<file path="src/rtl/core_seq_pkg.sv">
package core_seq_pkg;
  typedef enum logic [1:0] {
    ST_IDLE  = 2'd0,
    ST_CLEAR = 2'd1,
    ST_GAP   = 2'd2,
    ST_SET   = 2'd3
  } seq_state_e;
endpackage

</file>
<file path="src/rtl/core_line_dec.sv">
module core_line_dec #(
  parameter int SEL_BITS = 6
) (
  input  logic [SEL_BITS-1:0]      sel_i,
  input  logic                     en_i,
  output logic [(1<<SEL_BITS)-1:0] line_o
);
  always_comb begin
    line_o = '0;
    if (en_i) line_o[sel_i] = 1'b1;
  end
endmodule

</file>
<file path="src/rtl/core_lsb_pick.sv">
module core_lsb_pick #(
  parameter int WIDTH = 8
) (
  input  logic [WIDTH-1:0] req_i,
  output logic [WIDTH-1:0] grant_o
);
  // isolate lowest set bit
  assign grant_o = req_i & (~req_i + WIDTH'(1));
endmodule

</file>
<file path="src/rtl/core_stack_seq.sv">
module core_stack_seq
  import core_seq_pkg::*;
#(
  parameter int X_BITS         = 6,
  parameter int Y_BITS         = 6,
  parameter int PLANES         = 8,
  parameter int DRIVE_CYCLES   = 3,
  parameter int RECOVER_CYCLES = 2,
  parameter int STROBE_CYCLES  = 2
) (
  input  logic                     clk_i,
  input  logic                     rst_ni,
  input  logic                     req_i,
  input  logic                     wr_i,
  input  logic [X_BITS+Y_BITS-1:0] addr_i,
  input  logic [PLANES-1:0]        wdata_i,
  input  logic [PLANES-1:0]        sense_i,
  output logic                     busy_o,
  output logic                     done_o,
  output logic [PLANES-1:0]        rdata_o,
  output logic [(1<<X_BITS)-1:0]   x_sel_o,
  output logic [(1<<Y_BITS)-1:0]   y_sel_o,
  output logic [PLANES-1:0]        drive_en_o,
  output logic                     drive_set_o,
  output logic                     strobe_o
);
  localparam int ADDR_BITS = X_BITS + Y_BITS;
  localparam int CNT_MAX   = (DRIVE_CYCLES > RECOVER_CYCLES) ? DRIVE_CYCLES : RECOVER_CYCLES;
  localparam int CNT_BITS  = $clog2(CNT_MAX + 1);

  seq_state_e           state_q;
  logic [CNT_BITS-1:0]  cnt_q;
  logic [ADDR_BITS-1:0] addr_q;
  logic                 wr_q;
  logic [PLANES-1:0]    wdata_q;
  logic [PLANES-1:0]    cap_q;
  logic [PLANES-1:0]    pend_q;
  logic [PLANES-1:0]    sel_q;
  logic                 done_q;

  logic                 in_clear, in_set, drive_on, pulse_end, gap_end;
  logic [PLANES-1:0]    cap_nxt, pick;

  assign in_clear  = (state_q == ST_CLEAR);
  assign in_set    = (state_q == ST_SET);
  assign drive_on  = in_clear | in_set;
  assign pulse_end = (cnt_q == CNT_BITS'(DRIVE_CYCLES - 1));
  assign gap_end   = (cnt_q == CNT_BITS'(RECOVER_CYCLES - 1));
  assign strobe_o  = in_clear && (cnt_q < CNT_BITS'(STROBE_CYCLES));
  // sense result of a write clear is discarded
  assign cap_nxt   = cap_q | ((strobe_o && !wr_q) ? sense_i : '0);

  core_lsb_pick #(.WIDTH(PLANES)) u_pick (
    .req_i   (pend_q),
    .grant_o (pick)
  );

  core_line_dec #(.SEL_BITS(X_BITS)) u_xdec (
    .sel_i  (addr_q[ADDR_BITS-1:Y_BITS]),
    .en_i   (drive_on),
    .line_o (x_sel_o)
  );

  core_line_dec #(.SEL_BITS(Y_BITS)) u_ydec (
    .sel_i  (addr_q[Y_BITS-1:0]),
    .en_i   (drive_on),
    .line_o (y_sel_o)
  );

  always_ff @(posedge clk_i or negedge rst_ni) begin
    if (!rst_ni) begin
      state_q <= ST_IDLE;
      cnt_q   <= '0;
      addr_q  <= '0;
      wr_q    <= 1'b0;
      wdata_q <= '0;
      cap_q   <= '0;
      pend_q  <= '0;
      sel_q   <= '0;
      done_q  <= 1'b0;
    end else begin
      done_q <= 1'b0;
      unique case (state_q)
        ST_IDLE: begin
          if (req_i) begin
            addr_q  <= addr_i;
            wr_q    <= wr_i;
            wdata_q <= wdata_i;
            cap_q   <= '0;
            cnt_q   <= '0;
            state_q <= ST_CLEAR;
          end
        end
        ST_CLEAR: begin
          cap_q <= cap_nxt;
          if (pulse_end) begin
            pend_q  <= wr_q ? wdata_q : cap_nxt;
            cnt_q   <= '0;
            state_q <= ST_GAP;
          end else begin
            cnt_q <= cnt_q + 1'b1;
          end
        end
        ST_GAP: begin
          if (gap_end) begin
            cnt_q <= '0;
            if (pend_q == '0) begin
              state_q <= ST_IDLE;
              done_q  <= 1'b1;
            end else begin
              sel_q   <= pick;
              state_q <= ST_SET;
            end
          end else begin
            cnt_q <= cnt_q + 1'b1;
          end
        end
        ST_SET: begin
          if (pulse_end) begin
            pend_q  <= pend_q & ~sel_q;
            cnt_q   <= '0;
            state_q <= ST_GAP;
          end else begin
            cnt_q <= cnt_q + 1'b1;
          end
        end
        default: state_q <= ST_IDLE;
      endcase
    end
  end

  assign busy_o      = (state_q != ST_IDLE);
  assign done_o      = done_q;
  assign rdata_o     = cap_q;
  assign drive_set_o = in_set;
  assign drive_en_o  = in_clear ? {PLANES{1'b1}} : (in_set ? sel_q : '0);
endmodule

</file>
<file path="config.mk">
export PLATFORM = sky130hd
export DESIGN_NAME = core_stack_seq
export DESIGN_NICKNAME = d
export VERILOG_FILES = /design/src/rtl/core_seq_pkg.sv /design/src/rtl/core_line_dec.sv /design/src/rtl/core_lsb_pick.sv /design/src/rtl/core_stack_seq.sv
export SDC_FILE = /design/constraint.sdc
export NUM_CORES = 1
export LEC_CHECK = 0
export BUFFER_PORTS_ARGS = -buffer_cell sky130_fd_sc_hd__buf_4
export CORE_ASPECT_RATIO = 1.4
export CORE_MARGIN = 2
export CORE_UTILIZATION = 40
export CTS_BUF_LIST = sky130_fd_sc_hd__clkbuf_2 sky130_fd_sc_hd__clkbuf_4 sky130_fd_sc_hd__clkbuf_8
export DETAILED_ROUTE_END_ITERATION = 8
export GPL_ROUTABILITY_DRIVEN = 0
export PLACE_DENSITY = 0.79
export SETUP_SLACK_MARGIN = 0.3
export SYNTH_ARGS = -nofsm -noshare
export SYNTH_HDL_FRONTEND = slang
export SYNTH_HIERARCHICAL = 1
export SYNTH_SLANG_ARGS = --single-unit
</file>
<file path="constraint.sdc">
create_clock -name clk_i -period 1.8 [get_ports clk_i]
set_input_delay 0 -clock clk_i [delete_from_list [all_inputs] [get_ports clk_i]]
set_output_delay 0 -clock clk_i [all_outputs]
set_load 0.1 [all_outputs]
</file>
==> results of run 1 <==
-- metrics by stage --
step | setup slack [ns] | setup TNS, ns | hold slack, ns | area [sq um]
3_5_place_dp | 0.1211 | 0 | 0.05320 | 5881
2_1_floorplan | -0.4668 | -15.20 | -0.2956 | 4320
3_3_place_gp | 0.1693 | 0 | 0.05247 | 5881
-- cells by family after synthesis --
kind of cell,count (synthesis),synth area share [%]
multiplexers,37,12.25
AND/OR/NAND/NOR,225,38.75
AO/OA/AOI/OAI,31,6.182
flip-flops,50,37.69
buffers and inverters,31,5.126
==> flow_metrics.py, run 1 <==
metrics = {
    "yosys": {
        "synth_ff_type": "dfrtp_1",
        "synth.distinct_cells": 46,
        "synth_area_sq_mm": 0.003319,
        "seq_area_frac_synth_pct": 37.69,
        "ys_seq_elements": 50,
        "yosysWarnings": 6,
        "yosysMostFrequentCell": "nor2_1",
        "async_flop_share_pct": 100.0,
        "yosys.area.top_type": "dfrtp_1",
        "avgSynthCellArea_sq_um": 8.875,
        "synth_common_cells": "nor2_1, dfrtp_1, mux2_2, nor2b_1, o21ai_0",
        "ys_top_cells_by_area": "dfrtp_1, nor2_1, mux2_2",
        "synth_top_area_share_pct": 37.69,
        "synth_edf_count": 0,
        "syn_nets": 406,
        "syn_inst": 374,
    },
    "cts": {
        "hold_buffers": 31,
        "cts-root-buf": "clkbuf_8",
        "htree_levels": 2,
        "cts_resized": 552,
        "cts_buffers": 5,
        "cts_buffer_depth": 2,
        "cts_sinks": 50,
        "cts_setup_buffers": 49,
    },
    "floorplanning": {
        "ios": 180,
        "num_rows": 39,
        "chipHeight_microns": 111.8,
        "initial_utilization_pct": 40.98,
        "fp.dieW_microns": 80.99,
    },
    "placement": {
        "hpwl_microns": 8913,
        "io_buffers": 179,
        "dp.cells": 669,
    },
    "run_status": {
        "flow.stopped_at": "4_1_cts",
        "tool.error": "[ERROR DPL-0038] Utilization greater than 100%, impossible to legalize",
        "status": "stopped before the end",
    },
}
==> run 2, diff against run 1 <==
--- a/config.mk
+++ b/config.mk
@@ -6,14 +6,11 @@
 export NUM_CORES = 1
 export LEC_CHECK = 0
 export BUFFER_PORTS_ARGS = -buffer_cell sky130_fd_sc_hd__buf_4
-export CORE_ASPECT_RATIO = 1.4
 export CORE_MARGIN = 2
-export CORE_UTILIZATION = 40
-export CTS_BUF_LIST = sky130_fd_sc_hd__clkbuf_2 sky130_fd_sc_hd__clkbuf_4 sky130_fd_sc_hd__clkbuf_8
+export CORE_UTILIZATION = 25
 export DETAILED_ROUTE_END_ITERATION = 8
 export GPL_ROUTABILITY_DRIVEN = 0
-export PLACE_DENSITY = 0.79
-export SETUP_SLACK_MARGIN = 0.3
+export PLACE_DENSITY_LB_ADDON = 0.15
 export SYNTH_ARGS = -nofsm -noshare
 export SYNTH_HDL_FRONTEND = slang
 export SYNTH_HIERARCHICAL = 1
==> run 2 against run 1 <==
Compared with the run above: the run now ends clean; synthesized cell count unchanged; synthesized area unchanged.
==> flow_metrics.py, run 2 <==
metrics = {
    "run_status": {
        "status": "completed",
    },
    "yosys": {
        "yosys.area.top_type": "dfrtp_1",
        "synth_area_sq_mm": 0.003319,
        "seq_area_frac_synth_pct": 37.69,
        "ys_top_cells_by_area": "dfrtp_1, nor2_1, mux2_2",
        "ys_seq_elements": 50,
        "synth_edf_count": 0,
        "async_flop_share_pct": 100.0,
        "synth_top_area_share_pct": 37.69,
        "syn_inst": 374,
        "syn_nets": 406,
        "synth_common_cells": "nor2_1, dfrtp_1, mux2_2, nor2b_1, o21ai_0",
        "yosysWarnings": 6,
        "synth.distinct_cells": 46,
        "synth_ff_type": "dfrtp_1",
        "yosysMostFrequentCell": "nor2_1",
        "avgSynthCellArea_sq_um": 8.875,
    },
    "drt": {
        "antenna_left": 0,
        "drc": 0,
        "wl_per_cell_microns": 15.21,
        "routed_via_density": 4.621,
        "wl_microns": 11960,
        "via_count": 3632,
        "drt_iter0_drc": 143,
        "first_pass_iters": 4,
    },
    "finish": {
        "mostFrequentLayoutCell": "buf_4",
        "finalNetCount": 641,
        "multi_input_area_sq_mm": 0.002761,
        "top_register": "addr_q",
        "largest_reg_flops": 12,
        "fillers": 1179,
        "ff_latch_area_sq_mm": 0.001257,
        "final_util_pct": 51.42,
        "final_cell_mix": "buf_4, nor2_4, buf_6, dfrtp_1, nor2_2",
        "area_growth_syn_to_layout_pct": 102.7,
        "drive_gt1_share_pct": 69.84,
        "antenna_cells": 0,
    },
    "timing": {
        "fin_tns_setup_ns": 0,
        "timing.fmax_mhz": 566.2,
        "rsz0062_at_grt": "true",
        "fin_crit_ns": 1.766,
        "setup_ws_ns": 0.03369,
        "period_share_pct": 98.13,
        "finalSetupViolCount": 0,
        "max_slew_margin_pct": 55.17,
        "worstMarginPinSlew_ns": 0.6725,
        "finalHoldViolCount": 0,
        "finClkSkew_ns": 0.006868,
        "maxSlewViolCount": 0,
    },
    "cts": {
        "htree_levels": 2,
        "cts-root-buf": "clkbuf_16",
        "cts_buffers": 5,
        "cts_sinks": 50,
        "clk_latency_ns": 0.29,
        "cts_buffer_depth": 2,
        "cts.clk_slew.worst_paths_ns": 0.06,
        "cts_tree": "yes",
    },
    "floorplanning": {
        "ios": 180,
        "num_rows": 42,
        "die_area_sq_mm": 0.01422,
        "fp.dieW_microns": 119.2,
        "core_sq_mm": 0.01309,
        "chipHeight_microns": 119.2,
        "initial_utilization_pct": 25.37,
    },
    "placement": {
        "hpwl_microns": 9076,
        "io_buffers": 179,
        "pre_cts_slack_ns": 0.1244,
    },
    "worst_setup_path": {
        "slowest_stage": "or4b_4",
        "path_max_fanout": 6,
        "path_cells": "or4b_4 -> buf_6 -> nor2_2 -> buf_12",
        "slowest_delay_ns": 0.58,
        "crit_arrival_ns": 1.77,
        "crit_type": "register to output pin",
        "crit_buf_inv": 2,
        "cp-end-kind": "output pin",
        "critical-path-top-delay-family": "simple AND/OR/NAND/NOR gates",
        "worstSetupStartpoint": "addr_q[6]$_DFFE_PN0P_",
        "worstPathRequired_ns": 1.80,
        "rr_startpoint": "cnt_q[1]$_DFFE_PN0P_",
        "start_kind": "register",
    },
    "min_path": {
        "holdCritPathClass": "input pin to asynchronous set/reset pin",
    },
    "grt": {
        "grt_util_met1_pct": 21.22,
        "grt_pass1_vias": 3703,
        "overflow": 0,
        "antenna_found_initial": 0,
        "use_met2_pct": 30.35,
        "grt_util_met3_pct": 2.443,
        "grt_usage_pct": 16.70,
        "grt_max_degree": 51,
        "top_usage_layer": "met2",
        "grt_pass1_wl_microns": 19410,
    },
    "power_and_ir_drop": {
        "p_leak_nw": 2.687,
        "p_per_area_mw_per_mm2": 1686,
        "vdd_drop_max_v": 0.001297,
    },
    "job": {
        "drv_cap": 0,
    },
}
## run 2: cell counts after synthesis
No cell type changed its count.
## run 2: layout make-up
| class | count | share of cell area (%) |
|---|---|---|
| Inverter | 1 | 0.05579 |
| Clock inverter | 1 | 0.4463 |
| Tap cell | 176 | 3.273 |
| Timing Repair Buffer | 258 | 34.52 |
| Multi-Input combinational cell | 293 | 41.05 |
| Clock buffer | 7 | 1.971 |
| Sequential cell | 50 | 18.69 |
## run 2: logic make-up (layout without fill, tap and decap cells)
group,Yosys count,count (layout),synth area share [%]
compound gates,31,31,6.182
buf+inv,31,267,5.126
flops,50,50,37.69
mux,37,37,12.25
simple gates,225,225,38.75
## run 2: final timing paths
check                                         end  slack, ns  cells after the start
max in group asynchronous  addr_q[10]$_DFFE_PN0P_       1.01                      2
min                          sel_q[1]$_DFFE_PN0P_       0.28                      2
min reg2reg                  sel_q[2]$_DFFE_PN0P_       0.51                      1
max                                   x_sel_o[40]       0.03                      4
min in group clk_i         rdata_o[6]$_DFFE_PN0P_       0.47                      3
max reg2reg                  sel_q[3]$_DFFE_PN0P_       0.20                      3
## run 2: metrics by stage
step | instances | power [mW] | cell area [sq um] | hold WS [ns]
6_report | 786 | 11.34 | 6728 | 0.2762
4_1_cts | 785 | 11.29 | 6505 | 0.3118
5_1_grt | 786 | 11.96 | 6728 | 0.3559
2_1_floorplan | 374 | 8.258 | 4143 | -0.2956
3_3_place_gp | 745 | 9.867 | 5866 | 0.07954
3_5_place_dp | 745 | 9.966 | 5866 | 0.08514
## run 2: worst reg2reg max path, delay by kind of cell, from the launching register on
kind | cells | cell delay, ns
DFF | 1 | 0.44
muxes | 1 | 0.38
and+or+nand+nor | 1 | 0.31
AOI/OAI and AO/OA | 1 | 0.37
## run 2: timing repair
item	in CTS	in global routing
endpoints found under the hold margin	80	0
hold buffers	31	0
pin swaps	2	0
gates resized for setup	42	56
setup buffers	1	1
endpoints found under the setup margin	59	57
## run 2: power breakdown
group          switching (mW)  internal (mW)  total, mW
clock network           0.408          0.658       1.07
logic                    5.54           2.53       8.07
registers               0.571           1.63       2.20
## run 2: layer usage
metal / routed length [microns] / vias to the layer above
li1: - / 1771
met1: 4956 / 1742
met2: 6369 / 113
met3: 560 / 6
met4: 72 / 0
met5: 0 / -
No activity file was read; power rests on OpenSTA's default activity.
